File: config.mk
export PLATFORM = sky130hd
export DESIGN_NAME = evcount
export DESIGN_NICKNAME = d
export VERILOG_FILES = /design/src/rtl/evcount.sv
export SDC_FILE = /design/constraint.sdc
export NUM_CORES = 1
export LEC_CHECK = 0
export ABC_AREA = 1
export BUFFER_PORTS_ARGS = -buffer_cell sky130_fd_sc_hd__buf_4
export CAP_MARGIN = 20
export CORE_MARGIN = 10
export CORE_UTILIZATION = 32
export CTS_CLUSTER_DIAMETER = 120
export CTS_CLUSTER_SIZE = 10
export DETAILED_ROUTE_END_ITERATION = 10
export GPL_TIMING_DRIVEN = 0
export MAX_ROUTING_LAYER = met4
export PLACE_DENSITY = 0.61
export SLEW_MARGIN = 15
export SYNTH_ARGS = -nofsm -noshare
export SYNTH_HDL_FRONTEND = slang
export SYNTH_SLANG_ARGS = --single-unit
export TNS_END_PERCENT = 10
File: constraint.sdc
create_clock -name clk -period 4.91 [get_ports clk]
set_input_delay 1.2275 -clock clk [delete_from_list [all_inputs] [get_ports clk]]
set_output_delay 1.2275 -clock clk [all_outputs]
set_load 0.01 [all_outputs]
File: src/rtl/evcount.sv
module evcount #(
  parameter int CNT_W     = 32,
  parameter int EV_W      = 40,
  parameter int LINE_BASE = 16,
  parameter int DUAL_INSN = 9,
  parameter int DUAL_PC   = 15
) (
  input  logic             clk,
  input  logic             rst_n,
  input  logic             wr_sel,
  input  logic [7:0]       sel_in,
  input  logic             wr_ena,
  input  logic             ena_in,
  input  logic             wr_cnt,
  input  logic [CNT_W-1:0] cnt_in,
  input  logic             clr_ovf,
  input  logic [EV_W-1:0]  ev_bus,
  input  logic [1:0]       trig,
  output logic [7:0]       sel_q,
  output logic             ena_q,
  output logic [CNT_W-1:0] cnt_q,
  output logic             ovf
);
  localparam int LO_N = 19;
  localparam int HI_N = 4;

  logic [LO_N-1:0] lo;
  logic [HI_N-1:0] hi;
  logic [1:0]      inc, step;
  logic [CNT_W:0]  sum;
  logic            unused_bits;

  assign lo          = ev_bus[LINE_BASE +: LO_N];
  assign hi          = ev_bus[LINE_BASE+LO_N +: HI_N];
  assign unused_bits = ^ev_bus;

  always_comb begin
    inc = 2'd0;
    case (sel_q) inside
      8'h07: inc = lo[7]  ? (ev_bus[DUAL_INSN] ? 2'd2 : 2'd1) : 2'd0;
      8'h0D: inc = lo[13] ? (ev_bus[DUAL_PC]   ? 2'd2 : 2'd1) : 2'd0;
      [8'h00:8'h06], [8'h09:8'h0C], [8'h0F:8'h12]:
             inc = {1'b0, lo[sel_q[4:0]]};
      8'h20: inc = {1'b0, trig[0]};
      8'h21: inc = {1'b0, trig[1]};
      8'h22: inc = {1'b0, trig[0]} + {1'b0, trig[1]};
      [8'h23:8'h26]: inc = {1'b0, hi[sel_q[1:0] - 2'd3]};
      8'hFF: inc = 2'd1;
      default: inc = 2'd0;
    endcase
  end

  assign step = ena_q ? inc : 2'd0;
  assign sum  = {1'b0, cnt_q} + {{(CNT_W-1){1'b0}}, step};

  always_ff @(posedge clk) begin
    if (!rst_n) begin
      sel_q <= 8'h00;
      ena_q <= 1'b0;
      cnt_q <= '0;
      ovf   <= 1'b0;
    end else begin
      if (wr_sel) sel_q <= sel_in;
      if (wr_ena) ena_q <= ena_in;
      cnt_q <= wr_cnt ? cnt_in : sum[CNT_W-1:0];
      ovf   <= (!wr_cnt && sum[CNT_W]) || (ovf && !clr_ovf);
    end
  end
endmodule

==> run metrics <==
Max Freq=248 MHz; Hold Buf Count CTS=0; final clock skew=0.00804 ns; total gr overflow=0; Seq/Total Area, Yosys=27.3%; ys flop type=dfxtp_1; wire per inst=14.6 um; Final HPWL DP=9.36 mm; Finished Layout Cells=755; DRC Markers=0; Longest Clk Path Bufs=2; Die Width=118 um; Post-CTS Setup Bufs=0; Port Buf Inserts=115; R2R Path Start=sel_q[1]; Total Wirelength=11.0 mm; Core ar.=0.00933 sq mm; footprint of the multi-input gates=0.00187 sq mm; synthesized netlist cell count=503; required time of the worst setup path=5.11 ns; met2 GRT Util=25.0%; worst-path maximum fanout=10; worst hold start=ovf; Critical Path Source Type=register; TritonCTS Buffers=5; Post-Syn Area=0.00309 sq mm; RSZ-0062 raised after global routing=false; syn avg cell area=6.13 sq um; Synth Net Count=601; Final nets=723; largest net degree at the start of global routing=14; Crit. End Element=register; total vias in the final route=3,549; total die area=0.0140 sq mm; Leak Pwr=2.07 nW; final hold vios=0; most frequent cell after synthesis=nand2_1; Rel. slew slack=58.4%; Power per Cell Area=204 mW/mm^2; die height=118 um; fill cell total of the finished layout=1,026; WP data arrival=4.24 ns; Initial Util=33.1%; clk slew on worst S/H paths=0.09 ns; share of cells above drive strength 1=24.3%; Crit Path Class=register to register; worst skew pair latency=0.30 ns; Final Cycle Share=82.2%; vias per cell=4.70; Ys Warns=0; H-tree levels=2; placed cell count=747; final slew viol count=0; max cap viols=0; setup violators final=0; maximum VDD drop=0.000107 V; area leader, netlist=dfxtp_1; Area contributors post-synth=dfxtp_1 (27%), nand2_1 (15%), inv_1 (9.6%), nor2_1 (6.8%), nand3_1 (6.2%); DRT Pass-1 Iters=4; R2R cell count=24; EDFF count, synth=0; num rows=35; Setup TNS Final=0 ns; Min Clock Period, post-route=4.04 ns; Iteration-0 DRC Markers=197; synth cell count leaders=nand2_1 (123), inv_1 (79), nor2_1 (56); n_diodes=0; root buf cell=clkbuf_8; GR Util met1=21.2%; Post-synth ARST share=0%; flop2flop setup slack=0.87 ns; gr usage total=16.0%; post-cts sizing count=0; GPL Wtd Cong=0.910; first-pass GRT wire length=18.2 mm; Hold Crit Class=register to register; hold path cells=2; Seq cells post-synth=42; vias in the first global route=3,561; status=finished, final reports clean; Area Growth Syn to Fin=36.3%; met3 Use GR=2.81%; GR peak layer=met2; area share of the largest cell type after synthesis=27.3%; register area=841 sq um; Worst-Margin Slew=0.624 ns; Cell variety after synth=36; CTS tree=built; clock sink count=42; antenna violations before repair=0; worst setup path startpoint=sel_q[1]; Top Ports=131; Detail Route Antenna Nets=0
## registers in the layout, indices dropped and copies added, names as in the netlist
register	cells
ena_q	1
cnt_q	32
ovf	1
sel_q	8
## worst max-delay path, cell delays in order, from the launching register on
cell,delay (ns)
dfxtp_1,0.52
clkinv_1,0.34
ha_1,0.40
a21oi_1,0.04
nand2_1,0.06
nand2_1,0.07
nand2_1,0.08
nand2_1,0.06
nand2_1,0.06
nand2_1,0.05
nand2_1,0.05
nand2_1,0.04
nand2_1,0.05
nand2_1,0.05
a21oi_1,0.15
ha_1,0.23
inv_1,0.07
fa_1,0.44
nor2_4,0.22
nand3_1,0.17
nor3_1,0.38
or2_2,0.18
nand3_1,0.06
o211ai_1,0.11
inv_1,0.05
## cells in the final DEF, fill, tap and decap left out, drive strengths merged
cell type  count
a21oi         19
a31oi          2
and2           1
buf          123
clkbuf        11
clkinv         3
clkinvlp       1
dfxtp         42
fa             1
ha             8
inv           80
nand2        126
nand3         38
nand3b         1
nand4          9
nor2          62
nor3          19
nor4           1
o211ai        16
o21ai         34
o221ai         2
o31a           1
o31ai          1
or2           12
xnor2          4
xor2           9
## cell families (layout without fill, tap and decap cells)
logic type | count (synthesis) | in the layout | synth area share [%]
DFF | 42 | 42 | 27.3
and+or+nand+nor | 269 | 269 | 38.7
AOI/OAI and AO/OA | 75 | 75 | 14.4
buffers and inverters | 95 | 218 | 12.1
xor gates and xnor gates | 13 | 13 | 3.69
adders and majority gates | 9 | 9 | 3.89
## area by class of cell
class,count,share of cell area [%]
sequential,42,20.0
timing repair buffer,115,20.5
multi-input combinational,366,44.5
buffer,13,1.58
clock buffer,6,1.96
tap,129,3.84
inverter,82,7.32
clock inverter,2,0.298
## power by group
part	total [W]	switching, W	internal, W
combinational	0.000221	0.000111	0.000109
clock	0.000239	0.000125	0.000113
sequential	0.000398	0.0000336	0.000364
total	0.000857	0.000270	0.000587
## per-stage QoR
stage	hold slack [ns]	util, %	power (W)	area [sq um]	setup WS (ns)
6_report	0.478	45.1	0.000857	4210	0.875
4_1_cts	0.485	45.1	0.000869	4210	0.852
3_3_place_gp	0.471	44.1	0.000627	4110	0.703
5_1_grt	0.515	45.1	0.000913	4210	0.415
2_1_floorplan	0.486	-	0.000508	3090	1.37
3_5_place_dp	0.472	44.1	0.000629	4110	0.728
## metal layers
layer | part of all wire [%] | wire (um)
met1 | 49 | 5430
met4 | 0.82 | 91
met2 | 45 | 4990
met3 | 4.7 | 520
met5 | 0 | 0
## path summary, 6_finish.rpt
check                    to
setup / recovery  cnt_q[28]
hold / removal          ovf
setup reg to reg  cnt_q[28]
hold reg to reg         ovf
Note: power is estimated with default switching activity, not from simulation.
